<file path="src/rtl/mtx_pkg.sv">
package mtx_pkg;

  typedef enum logic [1:0] {
    MODE_LINEAR   = 2'd0,
    MODE_SCATTER  = 2'd1,
    MODE_PINGPONG = 2'd2
  } mode_e;

  typedef enum logic [2:0] {
    ST_WAIT,
    ST_LIN_WR,
    ST_LIN_RD,
    ST_SCT_WR,
    ST_SCT_RD,
    ST_PP
  } state_e;

endpackage

</file>
<file path="src/rtl/mtx_pattern.sv">
module mtx_pattern #(
  parameter int          AW   = 10,
  parameter int          DW   = 64,
  parameter logic [31:0] SEED = 32'h5A3C_96E1
) (
  input  logic [AW-1:0] addr,
  output logic [DW-1:0] word
);
  logic [AW-1:0] key;
  assign key = addr ^ AW'(SEED);

  // Replicate the keyed address; odd copies are inverted for more toggling.
  for (genvar b = 0; b < DW; b++) begin : g_bit
    assign word[b] = key[b % AW] ^ (((b / AW) % 2) == 1);
  end
endmodule

</file>
<file path="src/rtl/mtx_sat_counter.sv">
module mtx_sat_counter #(
  parameter int W = 64
) (
  input  logic         clk,
  input  logic         rst,
  input  logic         inc,
  output logic [W-1:0] cnt
);
  localparam logic [W-1:0] TOP = '1;

  always_ff @(posedge clk) begin
    if (rst) cnt <= '0;
    else if (inc && cnt != TOP) cnt <= cnt + 1'b1;
  end

  a_r10_stick_at_top: assert property (@(posedge clk) disable iff (rst)
    (cnt == TOP) |=> (cnt == TOP));
  a_r10_step_of_one: assert property (@(posedge clk) disable iff (rst)
    (cnt != $past(cnt)) |-> (cnt == $past(cnt) + 1'b1));
endmodule

</file>
<file path="src/rtl/mtx_inflight_fifo.sv">
module mtx_inflight_fifo #(
  parameter int W     = 11,
  parameter int DEPTH = 4
) (
  input  logic         clk,
  input  logic         rst,
  input  logic         push,
  input  logic [W-1:0] din,
  input  logic         pop,
  output logic [W-1:0] dout,
  output logic         empty,
  output logic         full
);
  localparam int PW = (DEPTH > 1) ? $clog2(DEPTH) : 1;
  localparam int CW = $clog2(DEPTH + 1);
  localparam logic [PW-1:0] LASTP = PW'(DEPTH - 1);

  logic [W-1:0]  slots [DEPTH];
  logic [PW-1:0] wp, rp;
  logic [CW-1:0] fill;

  always_ff @(posedge clk) begin
    if (push) slots[wp] <= din;
  end

  always_ff @(posedge clk) begin
    if (rst) begin
      wp   <= '0;
      rp   <= '0;
      fill <= '0;
    end else begin
      if (push) wp <= (wp == LASTP) ? '0 : wp + 1'b1;
      if (pop)  rp <= (rp == LASTP) ? '0 : rp + 1'b1;
      fill <= fill + CW'(push) - CW'(pop);
    end
  end

  assign dout  = slots[rp];
  assign empty = (fill == '0);
  assign full  = (fill == CW'(DEPTH));

  a_r8_no_overflow: assert property (@(posedge clk) disable iff (rst)
    push |-> !full);
  a_r8_ack_has_request: assert property (@(posedge clk) disable iff (rst)
    pop |-> !empty);
endmodule

</file>
<file path="src/rtl/mtx_addr_seq.sv">
module mtx_addr_seq
  import mtx_pkg::*;
#(
  parameter int AW = 10
) (
  input  logic          clk,
  input  logic          rst,
  input  logic          mem_ready,
  input  logic          slot_free,
  input  logic          accept,
  output logic          req_valid,
  output logic          req_we,
  output logic [AW-1:0] req_addr,
  output mode_e         mode
);
  localparam int HALF = AW / 2;
  localparam logic [AW-1:0] IDX_LAST = '1;

  state_e        st_q;
  logic [AW-1:0] idx_q;
  logic          pp_rd_q;
  logic [AW-1:0] idx_swz;

  if (HALF > 0) begin : g_swap
    assign idx_swz = {idx_q[HALF-1:0], idx_q[AW-1:HALF]};
  end else begin : g_noswap
    assign idx_swz = idx_q;
  end

  function automatic state_e next_phase(input state_e s);
    case (s)
      ST_LIN_WR: return ST_LIN_RD;
      ST_LIN_RD: return ST_SCT_WR;
      ST_SCT_WR: return ST_SCT_RD;
      ST_SCT_RD: return ST_PP;
      default:   return ST_LIN_WR;
    endcase
  endfunction

  always_comb begin
    req_valid = (st_q != ST_WAIT) && slot_free;
    req_we    = 1'b0;
    req_addr  = idx_q;
    mode      = MODE_LINEAR;
    case (st_q)
      ST_LIN_WR: req_we = 1'b1;
      ST_SCT_WR: begin
        req_we   = 1'b1;
        req_addr = idx_swz;
        mode     = MODE_SCATTER;
      end
      ST_SCT_RD: begin
        req_addr = idx_swz;
        mode     = MODE_SCATTER;
      end
      ST_PP: begin
        req_we = !pp_rd_q;
        mode   = MODE_PINGPONG;
      end
      default: ;
    endcase
  end

  always_ff @(posedge clk) begin
    if (rst) begin
      st_q    <= ST_WAIT;
      idx_q   <= '0;
      pp_rd_q <= 1'b0;
    end else if (st_q == ST_WAIT) begin
      if (mem_ready) st_q <= ST_LIN_WR;
    end else if (accept) begin
      if (st_q == ST_PP && !pp_rd_q) begin
        pp_rd_q <= 1'b1;
      end else begin
        pp_rd_q <= 1'b0;
        idx_q   <= idx_q + 1'b1;
        if (idx_q == IDX_LAST) st_q <= next_phase(st_q);
      end
    end
  end

  a_r2_mode_order: assert property (@(posedge clk) disable iff (rst)
    (mode != $past(mode)) |->
      (($past(mode) == MODE_LINEAR   && mode == MODE_SCATTER)  ||
       ($past(mode) == MODE_SCATTER  && mode == MODE_PINGPONG) ||
       ($past(mode) == MODE_PINGPONG && mode == MODE_LINEAR)));
endmodule

</file>
<file path="src/rtl/mem_traffic_exerciser.sv">
module mem_traffic_exerciser
  import mtx_pkg::*;
#(
  parameter int          BUS_AW     = 32,
  parameter int          WORD_AW    = 10,
  parameter int          DATA_W     = 64,
  parameter int          FIFO_DEPTH = 4,
  parameter int          COUNT_W    = 64,
  parameter logic [31:0] SEED       = 32'h5A3C_96E1
) (
  input  logic                  clk,
  input  logic                  rst,
  input  logic                  mem_ready,
  input  logic                  fault_inject,
  output logic                  wb_cyc,
  output logic                  wb_stb,
  output logic                  wb_we,
  output logic [BUS_AW-1:0]     wb_adr,
  output logic [DATA_W-1:0]     wb_dat_w,
  output logic [DATA_W/8-1:0]   wb_sel,
  input  logic                  wb_stall,
  input  logic                  wb_ack,
  input  logic [DATA_W-1:0]     wb_dat_r,
  output logic [COUNT_W-1:0]    match_cnt,
  output logic [COUNT_W-1:0]    mismatch_cnt,
  output logic [COUNT_W-1:0]    fault_cnt,
  output logic [1:0]            mode
);
  localparam int FLW = WORD_AW + 1;
  localparam logic [DATA_W-1:0] FLIP = DATA_W'(1);

  logic               req_valid, req_we, accept, hold;
  logic [WORD_AW-1:0] req_addr;
  mode_e              seq_mode;
  logic               q_empty, q_full;
  logic [FLW-1:0]     q_head;
  logic               head_we;
  logic [WORD_AW-1:0] head_addr;
  logic [DATA_W-1:0]  wr_word, rd_expect;
  logic               flt_armed, flt_wait;
  logic [2:0]         cnt_inc;
  logic [COUNT_W-1:0] cnt_val [3];

  mtx_addr_seq #(.AW(WORD_AW)) u_seq (
    .clk       (clk),
    .rst       (rst),
    .mem_ready (mem_ready),
    .slot_free (!q_full),
    .accept    (accept),
    .req_valid (req_valid),
    .req_we    (req_we),
    .req_addr  (req_addr),
    .mode      (seq_mode)
  );

  assign wb_stb = req_valid;
  assign accept = wb_stb && !wb_stall;
  assign hold   = wb_stb && wb_stall;

  mtx_inflight_fifo #(.W(FLW), .DEPTH(FIFO_DEPTH)) u_flight (
    .clk   (clk),
    .rst   (rst),
    .push  (accept),
    .din   ({req_we, req_addr}),
    .pop   (wb_ack),
    .dout  (q_head),
    .empty (q_empty),
    .full  (q_full)
  );
  assign head_we   = q_head[FLW-1];
  assign head_addr = q_head[WORD_AW-1:0];

  mtx_pattern #(.AW(WORD_AW), .DW(DATA_W), .SEED(SEED)) u_wr_pat (
    .addr (req_addr),
    .word (wr_word)
  );
  mtx_pattern #(.AW(WORD_AW), .DW(DATA_W), .SEED(SEED)) u_rd_pat (
    .addr (head_addr),
    .word (rd_expect)
  );

  // A pulse seen during a stalled request is parked so the held word stays stable.
  always_ff @(posedge clk) begin
    if (rst) begin
      flt_armed <= 1'b0;
      flt_wait  <= 1'b0;
    end else if (hold) begin
      if (fault_inject) flt_wait <= 1'b1;
    end else begin
      flt_armed <= (flt_armed && !(accept && req_we)) || fault_inject || flt_wait;
      flt_wait  <= 1'b0;
    end
  end

  assign wb_we    = req_we;
  assign wb_adr   = BUS_AW'(req_addr);
  assign wb_dat_w = (req_we && flt_armed) ? (wr_word ^ FLIP) : wr_word;
  assign wb_sel   = '1;
  assign wb_cyc   = wb_stb || !q_empty;
  assign mode     = seq_mode;

  assign cnt_inc[0] = wb_ack && !head_we && (wb_dat_r == rd_expect);
  assign cnt_inc[1] = wb_ack && !head_we && (wb_dat_r != rd_expect);
  assign cnt_inc[2] = accept && req_we && flt_armed;

  for (genvar g = 0; g < 3; g++) begin : g_cnt
    mtx_sat_counter #(.W(COUNT_W)) u_cnt (
      .clk (clk),
      .rst (rst),
      .inc (cnt_inc[g]),
      .cnt (cnt_val[g])
    );
  end

  assign match_cnt    = cnt_val[0];
  assign mismatch_cnt = cnt_val[1];
  assign fault_cnt    = cnt_val[2];

  // Checker-only state: has the memory ever reported ready since reset.
  logic seen_ready;
  always_ff @(posedge clk) begin
    if (rst) seen_ready <= 1'b0;
    else if (mem_ready) seen_ready <= 1'b1;
  end

  a_r1_wait_for_ready: assert property (@(posedge clk) disable iff (rst)
    wb_stb |-> seen_ready);
  a_r7_stall_hold: assert property (@(posedge clk) disable iff (rst)
    (wb_stb && wb_stall) |=>
      (wb_stb && $stable(wb_adr) && $stable(wb_we) && (!wb_we || $stable(wb_dat_w))));
  a_r9_fault_on_write: assert property (@(posedge clk) disable iff (rst)
    (fault_cnt != $past(fault_cnt)) |-> $past(wb_stb && !wb_stall && wb_we));
  a_r11_cyc_after_accept: assert property (@(posedge clk) disable iff (rst)
    $past(wb_stb && !wb_stall) |-> wb_cyc);
endmodule

</file>
<file path="config.mk">
export PLATFORM = sky130hd
export DESIGN_NAME = mem_traffic_exerciser
export DESIGN_NICKNAME = d
export VERILOG_FILES = /design/src/rtl/mtx_pkg.sv /design/src/rtl/mtx_pattern.sv /design/src/rtl/mtx_sat_counter.sv /design/src/rtl/mtx_inflight_fifo.sv /design/src/rtl/mtx_addr_seq.sv /design/src/rtl/mem_traffic_exerciser.sv
export SDC_FILE = /design/constraint.sdc
export NUM_CORES = 1
export LEC_CHECK = 0
export ABC_AREA = 0
export ABC_CLOCK_PERIOD_IN_PS = 4000
export BUFFER_PORTS_ARGS = -buffer_cell sky130_fd_sc_hd__buf_2
export CELL_PAD_IN_SITES_DETAIL_PLACEMENT = 1
export CELL_PAD_IN_SITES_GLOBAL_PLACEMENT = 2
export CORE_UTILIZATION = 31
export CTS_BUF_LIST = sky130_fd_sc_hd__clkbuf_4 sky130_fd_sc_hd__clkbuf_8 sky130_fd_sc_hd__clkbuf_16
export CTS_CLUSTER_DIAMETER = 150
export DETAILED_ROUTE_END_ITERATION = 10
export PLACE_DENSITY_LB_ADDON = 0.08
export SLEW_MARGIN = 15
export SYNTH_ARGS = -nofsm -noshare
export SYNTH_HDL_FRONTEND = slang
export SYNTH_SLANG_ARGS = --single-unit
</file>
<file path="constraint.sdc">
create_clock -name clk -period 4 [get_ports clk]
set_clock_uncertainty 0.1 [all_clocks]
set_input_delay 1 -clock clk [delete_from_list [all_inputs] [get_ports clk]]
set_output_delay 1 -clock clk [all_outputs]
set_load 0.02 [all_outputs]
</file>
======== Yosys cells after proc, flatten, opt, wreduce, memory -nomap -nowiden ========
Memory sizes are Yosys's and may differ from the RTL's. A register that Yosys moved wholly into a read port is not among the register bits.
Cells that the tools add are included.
Widths: inputs -> output; s select.
storage, ports and cells
  register bits after elaboration ......... 215
  memory bits (writable) .................. 44
  input bits .............................. 70
  output and inout port bits .............. 301
  word-level logic and storage cells ...... 112
  memories ................................ 1
cells by class
  add/sub/neg operators ................... 8
  equality and inequality tests ........... 16
  mux-type cells .......................... 17
  bitwise operators ....................... 25
  reduce and logical (&&, ||, !) cells .... 34
memory list
  memory          depth  bits a word  rd ports  clocked after Yosys merged registers in  wr ports  RTL line                 text
  u_flight.slots  4      11           1         1                                        1         mtx_inflight_fifo.sv:18  logic [W-1:0] slots [DEPTH];
operators by type and width
  cell                   number
  $add 64x1->64 const B  3
  $ne 64x64->1 const B   3
  $eq 64x64->1           1
  $ne 64x64->1           1
  $not 1->1              23
  $mux 3                 5
  $logic_and 1x1->1      14
  $pmux 3 s4             1
  $add 10x1->10 const B  1
  $eq 10x10->1 const B   1
  $mux 10                1
  $not 5->5              2
  $eq 3x3->1 const B     3
  $mux 2                 4
  $eq 3x2->1 const B     2
  $logic_not 1->1        6
  $logic_not 3->1        2
  $reduce_or 2->1        3
  $add 2x1->2 const B    2
  $eq 2x2->1 const B     2
  $mux 1                 4
  $pmux 2 s2             1
  $reduce_and 4->1       1
  $reduce_bool 2->1      2
  other kinds (10)       12

======== Logic depth before layout (Yosys ltp) ========
  depth after elaboration ................. 9
  depth in mapped cells ................... 13
  mapped depth without buffers ............ 9

======== Hierarchy ========
A second synthesis with hierarchy kept.
second synthesis, totals
  cell total of the unflattened synthesis .. 1662
  area total of the unflattened synthesis .. 15005.6 um^2
by module, submodules not included
  module                 instances  cells an instance  area an instance (um^2)  seq. area each (um^2)
  mtx_sat_counter        3          400                3385.7                   1281.2
  mtx_inflight_fifo      1          100                2043.2                   1501.4
  mem_traffic_exerciser  1          134                1059.8                   40.0
  mtx_pattern            2          64                 442.9                    0.0
  mtx_addr_seq           1          100                859.6                    280.3

======== Least setup slack after synthesis ========
No wires, ideal clock.
  kind .................................... input to register
  start point ............................. input wb_dat_r[2]
  end point ............................... register g_cnt[0].u_cnt.cnt[58]
  library setup time ...................... 0.070 ns
  data arrival time ....................... 3.326 ns
  data required time ...................... 3.830 ns
  slack ................................... 0.504 ns
  stages .................................. 9
  buffers on the path ..................... 0
  cells stage by stage .................... nor4b_1 > mux2i_1 > a2111oi_2 > nand4_1 > or4_4 > nor3_4 > nand3_4 > or3_1 > a21oi_1
between the ends
  longest elaborated chain between the ends .. 3
ends and longest elaborated chain
  item                  RTL line                      text
  from (decl)           mem_traffic_exerciser.sv:23   input logic [DATA_W-1:0] wb_dat_r,
  $eq 64x64->1          mem_traffic_exerciser.sv:102  assign cnt_inc[0] = wb_ack && !head_we && (wb_dat_r == rd_expect);
  $logic_and 1x1->1     mem_traffic_exerciser.sv:102
  $logic_and 1x1->1     mtx_sat_counter.sv:13         else if (inc && cnt != TOP) cnt <= cnt + 1'b1;
  to (signal assigned)  mtx_sat_counter.sv:13
  to (decl)             mtx_sat_counter.sv:7          output logic [W-1:0] cnt
No other way between the ends.
A chain may end at the register's enable or synchronous reset.

==> results.yml <==
run_status:
  status: "complete, no violations"
layout:
  final_util_pct: 39.1
  final_common_cell: "buf_2"
  drive_gt1_share_pct: 26.1
  layout_common_cells: "339 x buf_2, 217 x dfxtp_1, 186 x nor2_1"
  fin_cells: 2431
  fin_nets: 1901
  area_delta_synth_final_pct: 23.6
synth:
  yosys_warnings: 0
  synth_seq_cells: 261
  synth_area_leaders: "dfxtp_1 32%, edfxtp_1 9.6%, xor2_1 6.5%"
  synth_edf_count: 44
  yosysUniqueCellTypes: 68
  synth_top_flop_cell: "dfxtp_1"
  yosysTopAreaCell: "dfxtp_1"
  ys_seq_area_share_pct: 41.3
  netlist_area_mm2: 0.0137
  synth_top_area_share_pct: 31.7
  synthArstFlopShare_pct: 0
  synth_cells: 1527
  avgSynthCellArea_um2: 8.98
routing:
  drtIter0Drc: 334
  finalWirelength_um: 42000
  num_vias: 11900
  drc: 0
  firstDrtPassIters: 4
  detail_route.wl_per_cell_um: 17.3
  viasPerCell: 4.88
  antenna_left: 0
floorplan:
  core_mm2: 0.0434
  die_h_um: 212
  ios: 371
  die_w_um: 212
  die_area_mm2: 0.0451
  rows: 76
  floorplan.initialDensity_pct: 31.6
grt:
  grt_pass1_wl_um: 65100
  gr-total-overflow: 0
  grt_max_degree: 129
  antenna_found_initial: 2
  groute.usage.overall_pct: 18.3
  grt_pass1_vias: 11800
setup_path:
  slowest_stage: "or4_4"
  worstSetupPathType: "flop to flop"
  cpPeakStageDelay_ns: 0.60
  critical_path_peak_fanout: 17
  worstPathArrival_ns: 4.10
  cp.required_ns: 4.36
  crit_path_start_kind: "flop"
  crit_path_end_kind: "flop"
  crit_buf_inv: 3
  cp_top_family: "simple AND/OR/NAND/NOR gates"
  path_common_cell: "buf_4"
  path_cells: "buf_4 > mux4_2 > nand4b_4 > a2111oi_2 > nand4_1 > or4_4 > buf_4 > nor3_4 > buf_12 > nand3_4 > or3_1 > a21oi_1"
min_path:
  hp-start: "g_cnt[1].u_cnt.cnt[48]"
  hold_class: "flop to flop"
timing:
  rsz0062_at_grt: "false"
  setup_viol: 0
  fin_crit_sh_pct: 93.4
  worst_slew_pin_slew_ns: 0.812
  maxSlewViolCount: 0
  post-route-min-period_ns: 3.73
  fmax_mhz: 268
  slew_headroom_pct: 45.3
  hold_viol: 0
clock_tree:
  clock-sinks: 261
  clk_path_buf_depth: 3
  holdBufCountCts: 0
  htreeDepth: 2
  clock_latency_ns: 0.53
  cts_tree: "built"
  clkTransAtPathRegs_ns: 0.05
  cts_made_buffers: 36
  cts_root_buffer: "clkbuf_16"
placement:
  dpl.hpwl_um: 30800
  place.gp.congestion: 0.768
  dp_cells: 2366
  io_buffers: 340
pwr:
  powerDensity_mw_per_mm2: 419
  leakagePower_nw: 6.88
  peakVddDrop_uv: 230
job:
  maxCapViolCount: 0
## logic make-up after synthesis
kind of cell	Yosys count	synth area share [%]
and+or+nand+nor	699	27.1
AOI/OAI and AO/OA	135	5.79
xor gates and xnor gates	164	10.5
muxes	70	6.23
adders and majority gates	12	1.15
DFF	261	41.3
buffers and inverters	184	7.83
other	2	0.0548
## final timing paths
| check | slack, ns | end | cells after the start |
|---|---|---|---|
| setup / recovery | 0.27 | g_cnt[0].u_cnt.cnt[58] | 12 |
| hold / removal | 0.39 | g_cnt[1].u_cnt.cnt[48] | 2 |
| setup reg to reg | 0.27 | g_cnt[0].u_cnt.cnt[58] | 12 |
| hold reg to reg | 0.39 | g_cnt[1].u_cnt.cnt[48] | 2 |
## cells in the mapped netlist (40+ instances only)
master    instances
a21oi_1          57
and3_1           49
buf_4            84
clkbuf_1         44
dfxtp_1         217
edfxtp_1         44
mux2i_1          40
nand2_1          90
nand3_1          96
nand4_1          55
nor2_1          186
or3_1            40
xnor2_1          63
xor2_1          101
## area by class of cell
class / instances / area [µm²]
Fill cell: 5158 / 26400
Multi-Input combinational cell: 1110 / 7090
Sequential cell: 261 / 5670
Timing Repair Buffer: 379 / 2130
Clock buffer: 58 / 1150
Tap cell: 585 / 732
Inverter: 31 / 116
Clock inverter: 6 / 61.3
Antenna cell: 1 / 2.50
## registers in the layout, summed over array words and instances, names as in the netlist, named ones only
name             count
u_flight.fill        3
u_seq.pp_rd_q        1
u_flight.wp          2
flt_wait             1
u_flight.rp          2
u_seq.idx_q         10
u_seq.st_q           3
flt_armed            1
u_flight.slots      44
g_cnt.u_cnt.cnt    192
## worst min-delay path, cell delays in order, from the launching register on
cell	delay [ns]
dfxtp_1	0.32
o31ai_1	0.06
a21oi_1	0.06
## report_power, final
| group | switching (mW) | leakage [nW] | internal [mW] |
|---|---|---|---|
| logic | 0.634 | 4.09 | 0.373 |
| clock network | 1.22 | 0.613 | 2.03 |
| registers | 0.0735 | 2.17 | 2.77 |
| total | 1.92 | 6.88 | 5.18 |
## through the flow
step | power [mW] | hold WS, ns | cell area (µm²) | TNS, ns | worst slack (ns)
after detailed placement | 3.93 | 0.383 | 15700 | -0.506 | -0.0878
after global routing | 7.43 | 0.416 | 16900 | 0 | 0.0368
final | 7.10 | 0.390 | 16900 | 0 | 0.265
after CTS | 7.24 | 0.395 | 16900 | 0 | 0.121
after global placement | 3.91 | 0.378 | 15700 | -0.0382 | -0.0132
after floorplan | 3.61 | 0.379 | 13800 | 0 | 0.504
## layer usage
layer / part of all wire (%) / vias up / GRT usage (%)
met1: 46 / 5710 / 23.4
met3: 5.5 / 53 / 4.27
li1: - / 5858 / -
met2: 47 / 234 / 30.3
met5: 0.029 / - / 0
met4: 2.2 / 2 / 5.73
## timing repair
item                       4_1_cts  5_1_grt
setup endpoints to repair        0        5
resized for setup                0        2
setup buffers                    0        0
hold endpoints to repair         0        0
No activity file was read; power rests on OpenSTA's default activity.
